==> config.mk <==
export PLATFORM = sky130hd
export DESIGN_NAME = bitstream_ovr_detect
export DESIGN_NICKNAME = d
export VERILOG_FILES = /design/src/rtl/orl_pkg.sv /design/src/rtl/orl_sample_reg.sv /design/src/rtl/orl_run_counter.sv /design/src/rtl/orl_flag_gen.sv /design/src/rtl/bitstream_ovr_detect.sv
export SDC_FILE = /design/constraint.sdc
export NUM_CORES = 1
export LEC_CHECK = 0
export BUFFER_PORTS_ARGS = -buffer_cell sky130_fd_sc_hd__buf_2
export CAP_MARGIN = 25
export CORE_AREA = 2 2 39 41
export DETAILED_ROUTE_END_ITERATION = 8
export DIE_AREA = 0 0 41 43
export GPL_ROUTABILITY_DRIVEN = 0
export SLEW_MARGIN = 20
export SYNTH_ARGS = -nofsm -noshare
export SYNTH_HDL_FRONTEND = slang
export SYNTH_SLANG_ARGS = --single-unit
==> constraint.sdc <==
create_clock -name clk -period 1.2 [get_ports clk]
set_input_delay 0.36 -clock clk [delete_from_list [all_inputs] [get_ports clk]]
set_output_delay 0.36 -clock clk [all_outputs]
set_load 0.005 [all_outputs]
==> src/rtl/orl_pkg.sv <==
// Package: shared types for the bitstream over-range detector.
// Assumes: nothing beyond IEEE 1800-2017.
package orl_pkg;

    // What the run counter should do with the current cycle's sample.
    typedef enum logic [1:0] {
        ACT_HOLD    = 2'd0,   // no sample this cycle
        ACT_RESTART = 2'd1,   // new level or first sample: run becomes 1
        ACT_EXTEND  = 2'd2    // same level as before: run grows by one
    } run_act_t;

endpackage

==> src/rtl/orl_sample_reg.sv <==
// Module: orl_sample_reg
// Holds the level of the last enabled modulator sample and classifies
// the present sample as a hold, a restart or an extension of the run.
// Assumes: mod_ce marks valid samples; synchronous active-low reset.
module orl_sample_reg
    import orl_pkg::*;
(
    input  logic     clk,
    input  logic     rst_n,
    input  logic     mod_ce,
    input  logic     mod_bit,
    output run_act_t act
);

    logic last_bit_q;
    logic have_last_q;

    // Record the level and the fact that a sample has been seen.
    always_ff @(posedge clk) begin
        if (!rst_n) begin
            last_bit_q  <= 1'b0;
            have_last_q <= 1'b0;
        end else if (mod_ce) begin
            last_bit_q  <= mod_bit;
            have_last_q <= 1'b1;
        end
    end

    // Classify the incoming sample against the stored level.
    always_comb begin
        if (!mod_ce)
            act = ACT_HOLD;
        else if (have_last_q && (mod_bit == last_bit_q))
            act = ACT_EXTEND;
        else
            act = ACT_RESTART;
    end

    // with no enable, the sample is never taken as part of a run.
    assert_noce_hold_R5: assert property (@(posedge clk) disable iff (!rst_n)
        !mod_ce |-> act == ACT_HOLD);

    // a level that differs from the stored one is never an extension.
    assert_change_restarts_R4: assert property (@(posedge clk) disable iff (!rst_n)
        (mod_ce && have_last_q && mod_bit != last_bit_q) |-> act == ACT_RESTART);

endmodule

==> src/rtl/orl_run_counter.sv <==
// Module: orl_run_counter
// Counts the length of the current run of identical samples, saturating
// at THRESHOLD so that it never wraps.
// Assumes: THRESHOLD >= 2; act comes from orl_sample_reg.
module orl_run_counter
    import orl_pkg::*;
#(
    parameter int THRESHOLD = 25,
    localparam int CNT_W    = $clog2(THRESHOLD + 1)
) (
    input  logic             clk,
    input  logic             rst_n,
    input  run_act_t         act,
    output logic [CNT_W-1:0] run_len
);

    localparam logic [CNT_W-1:0] LIMIT = CNT_W'(THRESHOLD);
    localparam logic [CNT_W-1:0] ONE   = CNT_W'(1);

    logic [CNT_W-1:0] run_q;

    // Advance, restart or hold the run length.
    always_ff @(posedge clk) begin
        if (!rst_n)
            run_q <= '0;
        else begin
            case (act)
                ACT_RESTART: run_q <= ONE;
                ACT_EXTEND:  run_q <= (run_q == LIMIT) ? LIMIT : run_q + ONE;
                default:     run_q <= run_q;
            endcase
        end
    end

    assign run_len = run_q;

    // the run length never goes past the limit.
    assert_no_overflow_R6: assert property (@(posedge clk) disable iff (!rst_n)
        run_q <= LIMIT);

    // the count does not move in a cycle without a sample.
    assert_hold_stable_R5: assert property (@(posedge clk) disable iff (!rst_n)
        act == ACT_HOLD |=> $stable(run_q));

    // once saturated, a further extension keeps it saturated.
    assert_sat_sticks_R6: assert property (@(posedge clk) disable iff (!rst_n)
        (run_q == LIMIT && act == ACT_EXTEND) |=> run_q == LIMIT);

endmodule

==> src/rtl/orl_flag_gen.sv <==
// Module: orl_flag_gen
// Drives the over-range flag from the run length: high while the run
// has reached THRESHOLD.
// Assumes: run_len saturates at THRESHOLD.
module orl_flag_gen #(
    parameter int THRESHOLD = 25,
    localparam int CNT_W    = $clog2(THRESHOLD + 1)
) (
    input  logic             clk,
    input  logic             rst_n,
    input  logic [CNT_W-1:0] run_len,
    output logic             flag
);

    localparam logic [CNT_W-1:0] LIMIT = CNT_W'(THRESHOLD);

    // Compare the run length with the threshold.
    always_comb flag = (run_len >= LIMIT);

    // a new flag only rises after the run counted up to the limit.
    assert_rise_from_count_R2: assert property (@(posedge clk) disable iff (!rst_n)
        $rose(flag) |-> $past(run_len) == LIMIT - CNT_W'(1));

endmodule

==> src/rtl/bitstream_ovr_detect.sv <==
// Module: bitstream_ovr_detect (top)
// Over-range detector for a 1-bit modulator stream on channel 1: flags
// runs of THRESHOLD or more identical enabled samples, of either polarity.
// Assumes: mod_bit is valid on cycles with mod_ce high; THRESHOLD >= 2;
// synchronous active-low reset.
module bitstream_ovr_detect #(
    parameter int THRESHOLD = 25
) (
    input  logic clk,
    input  logic rst_n,
    input  logic mod_ce,
    input  logic mod_bit,
    output logic ovr_flag
);
    import orl_pkg::*;

    localparam int CNT_W = $clog2(THRESHOLD + 1);

    run_act_t         act;
    logic [CNT_W-1:0] run_len;
    logic             last_seen_q;

    orl_sample_reg u_sample (
        .clk     (clk),
        .rst_n   (rst_n),
        .mod_ce  (mod_ce),
        .mod_bit (mod_bit),
        .act     (act)
    );

    orl_run_counter #(.THRESHOLD(THRESHOLD)) u_count (
        .clk     (clk),
        .rst_n   (rst_n),
        .act     (act),
        .run_len (run_len)
    );

    orl_flag_gen #(.THRESHOLD(THRESHOLD)) u_flag (
        .clk     (clk),
        .rst_n   (rst_n),
        .run_len (run_len),
        .flag    (ovr_flag)
    );

    // Port-level copy of the last sampled level, used only by the checks.
    always_ff @(posedge clk) begin
        if (!rst_n)
            last_seen_q <= 1'b0;
        else if (mod_ce)
            last_seen_q <= mod_bit;
    end

    // the flag is low in the cycle after a reset edge.
    assert_reset_low_R1: assert property (@(posedge clk)
        !rst_n |=> !ovr_flag);

    // a changed enabled sample leaves the flag low next cycle.
    assert_drop_on_change_R4: assert property (@(posedge clk) disable iff (!rst_n)
        (mod_ce && ovr_flag && mod_bit != last_seen_q) |=> !ovr_flag);

    // without an enable, the flag keeps its value.
    assert_flag_hold_R5: assert property (@(posedge clk) disable iff (!rst_n)
        !mod_ce |=> $stable(ovr_flag));

    // a rising flag follows an enabled sample that matched the last one.
    assert_rise_needs_sample_R2: assert property (@(posedge clk) disable iff (!rst_n)
        $rose(ovr_flag) |-> $past(mod_ce));

endmodule

# Word level (Yosys, flattened, before mapping)

Index checks and enable logic that the tools add are counted.

Reduce and logical (&&, ||, !) cells: 2
Multiplexer cells: 4
Equal/unequal tests: 4
$add $sub $neg: 1
Magnitude comparators: 1

Operator list:

| kind                                                            | count |
|---|---|
| 5-bit case mux with 2 select lines                              | 1 |
| 5-bit by 1-bit adder with 5-bit output, second input constant   | 1 |
| 5-bit == test, second input constant                            | 1 |
| 5-bit >= comparator, second input constant                      | 1 |
| 5-bit two-way mux                                               | 1 |
| 2-bit two-way mux                                               | 2 |
| 2-bit by 1-bit == test with 1-bit output, second input constant | 1 |
| 2-bit == test, second input constant                            | 1 |
| 2-bit nonzero test                                              | 1 |
| 1-bit == test                                                   | 1 |
| 1-bit logical AND                                               | 1 |

Bits in registers: 7
Bits of input ports: 4
Word-level logic and storage cells: 15

# Longest topological paths before layout

Gate-level depths: netlist (run 1).

Depth after elaboration: 6
Mapped depth: 5
Gate-level depth less buffers: 5

# By module

A second synthesis (run 1) with hierarchy kept.

Cell total of the unflattened synthesis: 42
Area, all modules: 379.1 µm²

By module, submodules not included:

| module          | area each (µm²) | cells each | sequential area each (µm²) | times used |
|---|---|---|---|---|
| orl_run_counter | 282.8           | 33         | 100.1                      | 1 |
| orl_sample_reg  | 86.3            | 8          | 40.0                       | 1 |
| orl_flag_gen    | 10.0            | 1          | 0.0                        | 1 |

# Worst setup path before layout (run 1)

No wires, ideal clock.

Path type: register to output
Start point: register u_count.run_q[1], in the netlist u_count.run_len[1]
End point: output ovr_flag
Stages on the path, launching flop included: 5
Setup slack: 0.027 ns
Arrival: 0.813 ns
Path through: dfxtp_1 -> inv_1 -> ha_1 -> nor4_1 -> nor2_1

Longest elaborated chain between the ends: 1

RTL lines:

| what                     | RTL line                   | source |
|---|---|---|
| start: declaration       | orl_run_counter.sv:20      | `logic [CNT_W-1:0] run_q;` |
| start signal: assignment | orl_run_counter.sv:29      | `ACT_EXTEND: run_q <= (run_q == LIMIT) ? LIMIT : run_q + ONE;` |
| start signal: assignment | orl_run_counter.sv:30      | `default: run_q <= run_q;` |
| 5-bit >= comparator      | orl_flag_gen.sv:18         | `always_comb flag = (run_len >= LIMIT);` |
| end: declaration         | bitstream_ovr_detect.sv:13 | `output logic ovr_flag` |

No other way between the ends.

# Worst setup path after layout (run 1)

Ends and elaborated chain as after synthesis.

==> results.txt, run 1 <==
- In this run the cell area measured after placement is 442 sq um.
- Wire length of the first global-routing pass: 1240 microns
* Outcome: finished, violations left
- Die extent in x: 41 microns
* Crit path DAT: 1.12 ns
- The tightest hold path in the finished design has a slack of 0.377 ns.
* Unique cell type count in the Yosys netlist: 22
- Max-slew violations: 0
* Height of the chip: 43 microns
- Boundary pin count: 5
* Routed met1 length: 365 microns
* Unrepaired setup endpoints after global routing: true
- In the final timing run, aggregate negative setup slack is -0.276 ns.
* Area occupied by registers: 145 sq um
- Total number of placement rows: 14
* Proportion of synthesized chip area in sequential cells: 37.0%
- The final critical path takes up 123% of the cycle.
* Transition time at the pin with the least slew margin: 0.264 ns
* Final ANT Viol Nets: 0
- Counting flops and latches in the post-synthesis netlist gives 7.
* Iteration count of the initial detailed-routing pass: 3
- In the routed layout, each cell is associated on average with a via count of 5.01.
- After layout, the worst setup slack is -0.276 ns.
- CTS built an H-tree with a depth of 1.
* Endpoint kind of the worst setup timing path: primary output
* Post-synthesis net count: 48
* Final Hold Violating Endpoints: 0
- Hold-fix buffer count after cts: 0
- Area added between synthesis and finish: 30.4%
- The mapped netlist covers 379 sq um.
* Layout cell share with drive strength beyond 1: 37.7%
- Post-Synthesis Cells: 42
- The worst register-to-register path has a setup slack of 0.09 ns.
- Wire length on met3: 24 microns
* # nets final: 60
* Largest net degree at the start of global routing: 9
- The cell sitting at the root of the clock tree is a sky130_fd_sc_hd__clkbuf_4.
- Iteration-0 DRC count of the detailed router: 6
- The number of global-route vias before repair was 305.
- Setup violations remaining at the end of the flow were counted as 1.
* Clock-pin slew of the registers on the worst-case setup and hold paths: 0.05 ns
- Worst slew slack as a fraction of its limit: 82.3%
- The finished cells cover 494 sq um.
- Highest ir drop seen on vdd: 0.496 mV
- Detailed placement finished with a half-perimeter wire length of 509 microns.
* Critical path launch point type: register
- After layout, the design draws a total of 0.533 mW.
- For this run, the number of Yosys warnings is 0.
- Detailed-routed wire length on met2: 325 microns
- In this run the tool buffered the top-level ports with 4 buffer cells.
* Final critical-path required period: 1.48 ns
- TritonCTS built the clock tree.
* Violations in the final reports: negative setup slack
- DRC violation count after routing: 0
- STA puts the critical path data required time at 0.84 ns.
* Overall overflow remaining after global route: 0
* Initial antenna violation count: 0
* Path class of the lowest-slack min-delay path: input pin to register
- The repair_antennas step left the layout with diodes totalling 0.
- The highest layer touched by signal routing is met4.
- Once the clock tree was built, the setup fixing pass inserted 0 buffers.
- Total power divided by cell area: 1080 nW/um^2
- The clock net in this run drives a total of 7 sinks.
- The core region is 1380 sq um.
* Area used by multi-input combinational logic: 238 sq um
* Static power due to leakage: 0.196 nW
- In this run the worst path has a maximum fanout of 4.
- Vias: 346
* Kind of critical path: register to primary output
* Synthesized area per cell: 9.03 sq um
- Number of buffers added by the clock tree synthesis step: 3
- After detailed routing, the average wire length per cell comes to 10.7 microns.
* Finished Core Util: 35.7%
* Worst-case clock skew: 0.000874 ns
- Post-Route WL: 737 microns
- The filler cells instantiated in the layout total 146.
* Max Root-Sink Buffers: 2
- Clock latency on the worst-skew pair, taken at its later pin, is 0.25 ns.
- Initial cell density of the core: 27.4%
* Count of max-cap constraint violations: 0
* Fmax: 677 MHz
- Die area: 1760 sq um
- Across every metal layer, demand over resource in global routing totals 10.6%.
[Yosys cell counts (all sizes together)]
cell type  count  share of area (%)
nor2           5                5.0
xor2           1                2.3
nor4           1                1.7
dfxtp          7                 37
mux2i          2                5.3
o21ai          1                1.3
xnor2          1                4.3
ha             2                6.6
nand2b         1                1.7
a31oi          2                3.3
and3b          1                2.3
nand4          2                3.3
and3           1                1.7
inv            2                2.0
and2b          1                2.0
nand3b         1                2.0
nand4b         1                2.3
nand3          3                4.0
nand2          4                4.0
o31ai          1                3.3
buf            1                2.0
o221a          1                3.0
[worst paths after layout]
check	startpoint	end	cells past startpoint
worst max register to register	u_count.run_len[0]$_SDFFE_PN0P_	u_count.run_len[2]$_SDFFE_PN0P_	5
worst min-delay path	rst_n	u_count.run_len[0]$_SDFFE_PN0P_	2
worst max-delay path	u_count.run_len[1]$_SDFFE_PN0P_	ovr_flag	4
worst min register to register	u_count.run_len[4]$_SDFFE_PN0P_	u_count.run_len[4]$_SDFFE_PN0P_	1
[layer usage]
layer	vias to the layer above	track usage [%]
li1	173	-
met1	163	14.9
met2	6	12.8
met3	4	3.14
met4	0	8.00
met5	-	0
[stage by stage]
stage | cells | setup slack, ns
final | 69 | -0.276
after global routing | 69 | -0.341
after CTS | 69 | -0.274
after global placement | 65 | -0.0503
after detailed placement | 65 | -0.0785
after floorplan | 42 | 0.0268
[flip-flops by register name (all words and copies together) (netlist names)]
| name | cells |
|---|---|
| u_count.run_len | 5 |
| u_sample.have_last_q | 1 |
| u_sample.last_bit_q | 1 |
[critical path: stages, from the launching register on]
cell and delay [ns]:
sky130_fd_sc_hd__dfxtp_2 0.32, sky130_fd_sc_hd__buf_6 0.12, sky130_fd_sc_hd__nor4_2 0.24, sky130_fd_sc_hd__nor2_1 0.05, sky130_fd_sc_hd__buf_2 0.12
[kinds of logic after synthesis]
family / share of synthesized area (%)
buffers and inverters: 3.96
xor gates and xnor gates: 6.60
adders and majority gates: 6.60
and+or+nand+nor: 29.7
DFF: 37.0
muxes: 5.28
AOI/OAI and AO/OA: 10.9
[cell type report]
cell class                 count  area share [%]
sequential                     7            29.4
clock buffer                   4            5.32
inverter                       2            1.52
timing repair buffer           8            11.6
tap                           16            4.05
multi-input combinational     32            48.1
[timing repair]
item / 4_1_cts / 5_1_grt
pin swaps: 0 / 1
endpoints found under the setup margin: 1 / 4
gates resized for setup: 4 / 6
gates cloned: 0 / 0
[layout by cell type (no fill, tap or decap), types with 2 or more instances in the layout]
cell type	n
sky130_fd_sc_hd__nand4_1	2
sky130_fd_sc_hd__nor2_1	4
sky130_fd_sc_hd__buf_2	4
sky130_fd_sc_hd__buf_6	2
sky130_fd_sc_hd__nand2_1	4
sky130_fd_sc_hd__mux2i_1	2
sky130_fd_sc_hd__ha_2	2
sky130_fd_sc_hd__nand3_1	3
sky130_fd_sc_hd__dfxtp_1	5
sky130_fd_sc_hd__buf_4	2
sky130_fd_sc_hd__a31oi_1	2
sky130_fd_sc_hd__clkbuf_4	3
[power breakdown]
| group | leakage, nW | internal (mW) | switching (mW) | total, mW |
|---|---|---|---|---|
| clock network | 0.0150 | 0.127 | 0.0924 | 0.220 |
| logic | 0.123 | 0.0339 | 0.0302 | 0.0641 |
| registers | 0.0583 | 0.240 | 0.00903 | 0.249 |
Power figures use the tool's default switching activity.
==> inputs of run 2 (changes only) <==
Settings changed: SETUP_SLACK_MARGIN set to 0.4.
==> run 2 against run 1 <==
  * Die area is the same
  * Clock power shrank 4%
  * Hold slack got worse by 0.0055 ns
  * Combinational power rose by 65%
  * The flow still finishes with violations (negative setup slack)
  * Total power rose by 6.5%
  * Register-to-register slack worse by 0.24 ns
  * Global-route usage is 0.44 points higher
  * Non-clock buffer count rose by 6
  * Clock skew is 0.0071 ns higher
==> results.txt, run 2 (synthesis gave the netlist of run 1 again) <==
* Outcome: finished, violations left
* Violations in the final reports: negative setup slack
- Fmax: 679 MHz (+0.23%)
* Post-placement worst setup slack: -0.0900 ns (-0.0116 ns)
- Area occupied by registers: 150 sq um (+3.4%)
- The die area was 1760 sq um (unchanged).
* # port buffers: 4 (unchanged)
* Path class of the lowest-slack min-delay path: input pin to register
- The worst-margin pin slew was 0.246 ns (-0.0181 ns).
- Layout cell share with drive strength beyond 1: 55.9% (+18 points)
* Worst-case clock skew: 0.00799 ns (+0.00712 ns)
* Area added between synthesis and finish: 63.4%
- The worst stage delay on the critical path is 0.37 ns (+0.05 ns).
- The largest vdd supply drop is 0.907 mV (+83%).
- Worst slew slack as a fraction of its limit: 83.6% (+1.3 points)
* Crit path DAT: 1.11 ns (about the same)
- Final critical-path required period: 1.47 ns (-0.00332 ns)
* Power, Total: 0.567 mW (+6.5%)
- Among all stages on the critical path, the largest delay is contributed by sky130_fd_sc_hd__dfxtp_4.
* Core footprint: 1380 sq um (unchanged)
- Highest-count cells in the layout ignoring fill and taps: 8 x sky130_fd_sc_hd__buf_4, 4 x sky130_fd_sc_hd__nor2_1, 4 x sky130_fd_sc_hd__buf_2
* Clock-pin slew of the registers on the worst-case setup and hold paths: 0.06 ns (about the same)
- Walking the worst path, the cells encountered are inv_2 -> ha_4 -> nor4_4 -> nor2_1 -> buf_2.
* R2r endpoint: u_count.run_len[0]$_SDFFE_PN0P_
- Worst setup margin: -0.273 ns (+0.00332 ns)
- The number of global-route vias before repair came to 301 (-1.3%).
- The count of TritonRoute iterations in the first routing pass was 1 (-2).
* Iteration-0 DRC count of the detailed router: 0 (-6)
- The worst hold path begins at rst_n.
* Final setup violation count: 4 (+3)
- By startpoint and endpoint, the worst setup path is classified as register to primary output.
- Detailed-route wire length per cell: 10.9 microns (+2.0%)
- The number of placed I/O pins came to 5 (unchanged).
- Cell chosen for the clock root: sky130_fd_sc_hd__clkbuf_4
* Area used by multi-input combinational logic: 313 sq um (+32%)
- Setup slack of the worst register-to-register path: -0.15 ns (-0.24 ns)
* Final Hold Violating Endpoints: 0 (unchanged)
- Finished Core Util: 44.8% (+9.0 points)
- Wire length of the first global-routing pass: 1240 microns (unchanged)
- Routed vias/inst: 4.68 (-6.7%)
* Die extent in x: 41 microns (unchanged)
- Initial antenna violation count: 0 (unchanged)
- Post-Route WL: 817 microns (+11%)
- The portion of the clock cycle consumed by the worst path in the final layout is 123% (-0.28 points).
- The areal power density over the cells came to 916 nW/um^2 (-15%).
- The library cell used most frequently in the layout, excluding fill and tap cells, is sky130_fd_sc_hd__buf_4.
- The most critical setup path has its endpoint at ovr_flag.
- Setup repair after global routing could not meet its margin everywhere.
- The largest fanout on the critical path is 3 (-1).
* Count of max-cap constraint violations: 0 (unchanged)
* Total number of placement rows: 14 (unchanged)
* H-tree Lvls: 1 (unchanged)
- Endpoint kind of the worst setup timing path: primary output
- The post-DP HPWL came to 584 microns (+15%).
* Max Root-Sink Buffers: 2 (unchanged)
* Largest net degree at the start of global routing: 9 (unchanged)
* Number of buffers added by the clock tree synthesis step: 3 (unchanged)
- Hold-fix buffer count after cts: 0 (unchanged)
* DRC violation count after routing: 0 (unchanged)
* Max-slew violations: 0 (unchanged)
- Initial cell density of the core: 27.4% (unchanged)
- Total GRT Usage: 11.0% (+0.44 points)
- The startpoint identified for the worst register-to-register timing path is u_count.run_len[1]$_SDFFE_PN0P_.
- The worst-skew pair later-pin latency is 0.25 ns (about the same).
* Max reg flops: 5 (unchanged)
- The antenna violation net count after detailed routing came to 0 (unchanged).
- Height of the chip: 43 microns (unchanged)
- The most critical setup path has its startpoint at u_count.run_len[1]$_SDFFE_PN0P_.
* Worst Reg2Reg Path Length in Cells: 8 (+3)
- The number of nets in the finished design is 66 (+10%).
* Overall overflow remaining after global route: 0 (unchanged)
* Number of diodes added for antenna fixing: 0 (unchanged)
* Critical path launch point type: register
* Vias: 351 (+1.4%)
* Static power due to leakage: 0.234 nW (+19%)
- The required time of the critical path is 0.84 ns (about the same).
- Clock tree from TritonCTS: built
- The worst hold margin was 0.371 ns (-0.00551 ns).
- Fill count: 146 (unchanged)
* Number of clock sinks: 7 (unchanged)
==> run 2: layer usage <==
| layer | track usage, % | share of wire (%) | vias up |
|---|---|---|---|
| met5 | 0 | 0 | - |
| met4 | 2.00 | 0 | 0 |
| met3 | 7.85 | 3.8 | 0 |
| met2 | 15.6 | 50 | 5 |
| met1 | 13.4 | 46 | 159 |
| li1 | - | - | 187 |
==> run 2: worst max-delay path: cells and delay by family, from the launching register on <==
kind                       cells  cell delay (ns)
and+or+nand+nor                2             0.17
DFF                            1             0.37
adders and majority gates      1             0.15
buffers and inverters          2             0.16
==> run 2: repair_timing <==
action / CTS / global route
setup buffers: 1 / 4
pin swaps: 2 / 4
setup endpoints to repair: 6 / 6
gates resized for setup: 9 / 5
==> run 2: report_power, final <==
group          switching, mW  total, mW  internal (mW)  leakage (nW)
Clock                 0.0843      0.211          0.127        0.0150
Combinational         0.0417      0.106         0.0644         0.159
Sequential            0.0114      0.250          0.239        0.0594
==> run 2: final cells by class <==
type / count / share of cell area [%]
multi-input combinational: 32 / 50.5
sequential: 7 / 24.2
timing repair buffer: 14 / 16.6
clock buffer: 4 / 4.24
tap: 16 / 3.23
inverter: 2 / 1.21
==> run 2: through the flow <==
| stage | setup TNS [ns] | instance area [sq um] | instances |
|---|---|---|---|
| after floorplan | 0 | 419 | 42 |
| after global placement | -0.0228 | 482 | 66 |
| after detailed placement | -0.0900 | 482 | 66 |
| after CTS | -0.332 | 564 | 71 |
| after global routing | -0.881 | 619 | 75 |
| final | -0.628 | 619 | 75 |
==> run 2: how the worst min path moves through the flow <==
stage	end	slack (ns)	cells past startpoint
after floorplan	u_count.run_len[4]$_SDFFE_PN0P_	0.48	1
after global placement	u_count.run_len[4]$_SDFFE_PN0P_	0.49	1
after detailed placement	u_count.run_len[4]$_SDFFE_PN0P_	0.50	1
after CTS	u_count.run_len[0]$_SDFFE_PN0P_	0.36	2
after global routing	u_count.run_len[0]$_SDFFE_PN0P_	0.37	2
final	u_count.run_len[0]$_SDFFE_PN0P_	0.37	2
==> inputs of run 3 (changes only) <==
Settings changed: ABC_AREA set to 1, SLEW_MARGIN 20 to unset.
==> run 3 against run 2 <==
  * The flow still finishes with violations (negative setup slack)
  * Clock skew fell by 0.0075 ns
  * Cell count rose by 25%
  * Hold slack got worse by 0.024 ns
  * Critical endpoint unchanged
  * Largest cell class unchanged
==> results.txt, run 3 <==
* Power, Total: 0.549 mW (-3.3%)
- Violations in the final reports: negative setup slack
- The via-per-instance ratio came to 4.48 (-4.3%).
- The endpoint identified for the worst register-to-register timing path is u_count.run_len[1]$_SDFFE_PN0P_.
- Hold-fix buffer count after cts: 0 (unchanged)
- Max reg flops: 5 (unchanged)
- Final critical-path required period: 1.43 ns (-0.0461 ns)
- The post-DP HPWL is 620 microns (+6.2%).
- Met3 global-route usage: 3.14% (-4.7 points)
- The portion of the clock cycle consumed by the worst path in the final layout came to 119% (-3.8 points).
- The areal power density over the cells is 923 nW/um^2 (+0.80%).
- The number of sinks driven by the clock tree was 7 (unchanged).
* Cell chosen for the clock root: sky130_fd_sc_hd__clkbuf_4
* Endpoint kind of the worst setup timing path: primary output
- Synthesized area per cell: 6.53 sq um (-28%)
- Post-synthesis net count: 66 (+38%)
* Worst skew pair latency: 0.25 ns (about the same)
* Iteration count of the initial detailed-routing pass: 6 (+5)
* Top-count cell post-synth: sky130_fd_sc_hd__nand2_1
* Final ANT Viol Nets: 0 (unchanged)
* Max-slew violations: 0 (unchanged)
* Count of max-cap constraint violations: 0 (unchanged)
* # nets final: 85 (+29%)
- The required time of the critical path is 0.84 ns (about the same).
- Detailed-route wire length per cell: 9.21 microns (-15%)
* Highest ir drop seen on vdd: 0.365 mV (-60%)
- The number of diodes added for antenna fixing is 0 (unchanged).
- The count of buffers inserted at the top-level ports came to 4 (unchanged).
- The slowest stage of the critical path belongs to the cell sky130_fd_sc_hd__dfxtp_2.
- Kind of critical path: register to primary output
* Die extent in x: 41 microns (unchanged)
* Post-synthesis async set-or-reset flop share: 0% (unchanged)
* Final setup violation count: 4 (unchanged)
- Worst hold margin: 0.347 ns (-0.0240 ns)
* GR peak layer: met2
* Biggest area consumer among synthesized cells: sky130_fd_sc_hd__dfxtp_1
- Boundary pin count: 5 (unchanged)
* Setup slack of the worst register-to-register path: -0.05 ns (+0.10 ns)
* Area added between synthesis and finish: 51.8%
* Proportion of synthesized chip area in sequential cells: 35.8% (-1.2 points)
- The number of enable flip-flop cells after synthesis is 0 (unchanged).
- The signal on the critical path passes through inv_2 -> ha_4 -> nand2_4 -> a41oi_2 -> buf_2.
* Fmax: 701 MHz (+3.2%)
* Total negative slack: -0.327 ns (+0.301 ns)
* Total number of placement rows: 14 (unchanged)
* Worst-case clock skew: 0.000527 ns (-0.00746 ns)
* Finished Core Util: 42.9% (-1.8 points)
- The routed via count was 421 (+20%).
- The initial cell density of the core was 28.3% (+0.90 points).
* Final Hold Violating Endpoints: 0 (unchanged)
* Total instance count after detailed placement: 85 (+29%)
- Most frequently used flop master after synthesis: sky130_fd_sc_hd__dfxtp_1
* Count of cells along the worst hold path: 2 (unchanged)
* Worst Hold Launch: mod_ce
- TritonCTS built the clock tree.
- The tightest min-delay check is of the input pin to register type.
* Unique cell type count in the Yosys netlist: 14 (-36%)
- Worst Reg2Reg Path Length in Cells: 10 (+2)
* Count of non-filler cells in the finished layout: 94 (+25%)
* Post-Synthesis Cells: 60 (+43%)
- Wire length of the first global-routing pass: 1480 microns (+19%)
- Netlist area before placement: 392 sq um (+3.3%)
- The fraction of layout instances using a drive strength above 1 was 39.7% (-16 points).
* Transition time at the pin with the least slew margin: 0.187 ns (-0.0590 ns)
- Die area: 1760 sq um (unchanged)
* Unrepaired setup endpoints after global routing: true
- The count of synthesis-stage warnings from yosys came to 0 (unchanged).
- Outcome: finished, violations left
* Clock-pin slew of the registers on the worst-case setup and hold paths: 0.05 ns (about the same)
- After synthesis, the most frequently instantiated cells are 20 x sky130_fd_sc_hd__nand2_1, 9 x sky130_fd_sc_hd__inv_1, 7 x sky130_fd_sc_hd__dfxtp_1.
- The top cell types in the final layout, fill and taps aside, are 19 x sky130_fd_sc_hd__nand2_1, 8 x sky130_fd_sc_hd__inv_1, 7 x sky130_fd_sc_hd__buf_4.
- The worst slew slack as a fraction of its limit came to 87.5% (+3.9 points).
* Critical path launch point type: register
- The largest net degree at the start of global routing is 7 (-2).
- Total GRT Usage: 13.4% (+2.4 points)
- Height of the chip: 43 microns (unchanged)
- Worst setup margin: -0.227 ns (+0.0461 ns)
* Post-Route WL: 866 microns (+6.0%)
- Endpoint of the worst hold-timing path: u_sample.last_bit_q$_SDFFE_PN0P_
- Yosys top cell area share: 35.8% (-1.2 points)
- The startpoint identified for the worst register-to-register timing path is u_count.run_len[1]$_SDFFE_PN0P_.
* Cell types occupying the most area after synthesis: sky130_fd_sc_hd__dfxtp_1 36%, sky130_fd_sc_hd__nand2_1 19%, sky130_fd_sc_hd__inv_1 8.6%
- Global routing met1 resource utilization: 15.2% (+1.8 points)
- Leaving out fill and tap cells, the most frequent cell in the layout is sky130_fd_sc_hd__nand2_1.
- The met2 track utilization from global routing was 19.4% (+3.8 points).
- The worst stage delay on the critical path is 0.32 ns (-0.05 ns).
* Initial antenna violation count: 0 (unchanged)
* Via count of the first global-routing pass: 350 (+16%)
- Crit path DAT: 1.07 ns (-0.04 ns)
* Overall overflow remaining after global route: 0 (unchanged)
- Register bit count reported by yosys: 7 (unchanged)
* Static power due to leakage: 0.253 nW (+8.2%)
- Iteration-0 DRC count of the detailed router: 3 (+3)
- The total clock buffers created by CTS came to 3 (unchanged).
- Core footprint: 1380 sq um (unchanged)
- Max Fanout on Critical Path: 2 (-1)
- Fill count: 149 (+2.1%)
- H-tree Lvls: 1 (unchanged)
- Max Root-Sink Buffers: 2 (unchanged)
- The residual DRC count was 0 (unchanged).
==> run 3: changes by cell type in the layout (fill, tap and decap cells not counted), moves of 2 or more <==
| cell | before | now |
|---|---|---|
| sky130_fd_sc_hd__o21ai_0 | 0 | 2 |
| sky130_fd_sc_hd__inv_1 | 1 | 8 |
| sky130_fd_sc_hd__nand2_1 | 3 | 19 |
| sky130_fd_sc_hd__mux2i_1 | 2 | 0 |
| sky130_fd_sc_hd__a21oi_1 | 0 | 5 |
| sky130_fd_sc_hd__a31oi_1 | 2 | 0 |
==> run 3: kinds of logic (layout without fill, tap and decap cells) <==
| family | count (synthesis) | after routing | synth area share [%] |
|---|---|---|---|
| flip-flops | 7 | 7 | 35.8 |
| AO/OA/AOI/OAI | 9 | 9 | 12.5 |
| adder cells (fa/ha/maj) | 2 | 2 | 6.39 |
| AND/OR/NAND/NOR | 32 | 32 | 35.8 |
| buffers and inverters | 10 | 28 | 9.58 |
==> run 3: how the worst max path moves through the flow <==
stage,startpoint,end,slack [ns],cells past startpoint
after floorplan,u_count.run_len[1]$_SDFFE_PN0P_,ovr_flag,0.12,4
after global placement,u_count.run_len[0]$_SDFFE_PN0P_,ovr_flag,0.02,4
after detailed placement,u_count.run_len[0]$_SDFFE_PN0P_,ovr_flag,-0.0005,4
after CTS,u_count.run_len[1]$_SDFFE_PN0P_,ovr_flag,-0.22,5
after global routing,u_count.run_len[1]$_SDFFE_PN0P_,ovr_flag,-0.31,5
final,u_count.run_len[1]$_SDFFE_PN0P_,ovr_flag,-0.23,5
==> run 3: power breakdown <==
group	internal [mW]	switching, mW	total, mW
registers	0.241	0.00786	0.249
logic	0.0429	0.0395	0.0824
clock network	0.127	0.0904	0.218
==> run 3: worst max-delay path, delay by kind of cell (launching register included) <==
| family | cells | cell delay, ns |
|---|---|---|
| buffers and inverters | 2 | 0.20 |
| adders and majority gates | 1 | 0.14 |
| and+or+nand+nor | 1 | 0.04 |
| AOI/OAI and AO/OA | 1 | 0.11 |
| DFF | 1 | 0.32 |
==> run 3: cell type report <==
type | instances | area (sq um) | area share, %
Tap cell | 16 | 20.0 | 3.37
Sequential cell | 7 | 146 | 24.6
Multi-Input combinational cell | 43 | 258 | 43.4
Timing Repair Buffer | 14 | 106 | 17.9
Inverter | 10 | 37.5 | 6.32
Clock buffer | 4 | 26.3 | 4.42
==> run 3: what timing repair did <==
action	CTS	global route
hold endpoints to repair	0	0
pin swaps	4	5
setup endpoints to repair	6	6
gates resized for setup	7	4
buffers inserted	4	1
==> run 3: per-stage QoR <==
step | area, sq um | setup WS [ns]
floorplan | 414 | 0.122
CTS | 572 | -0.223
finish | 594 | -0.227
global route | 594 | -0.311
global placement | 492 | 0.0195
detailed placement | 492 | -0.000470
==> run 3: routing by layer <==
metal / vias to the layer above / share of wire (%)
met4: 0 / 2.7
met3: 4 / 1.2
met2: 7 / 52
met1: 185 / 45
li1: 225 / -
met5: - / 0
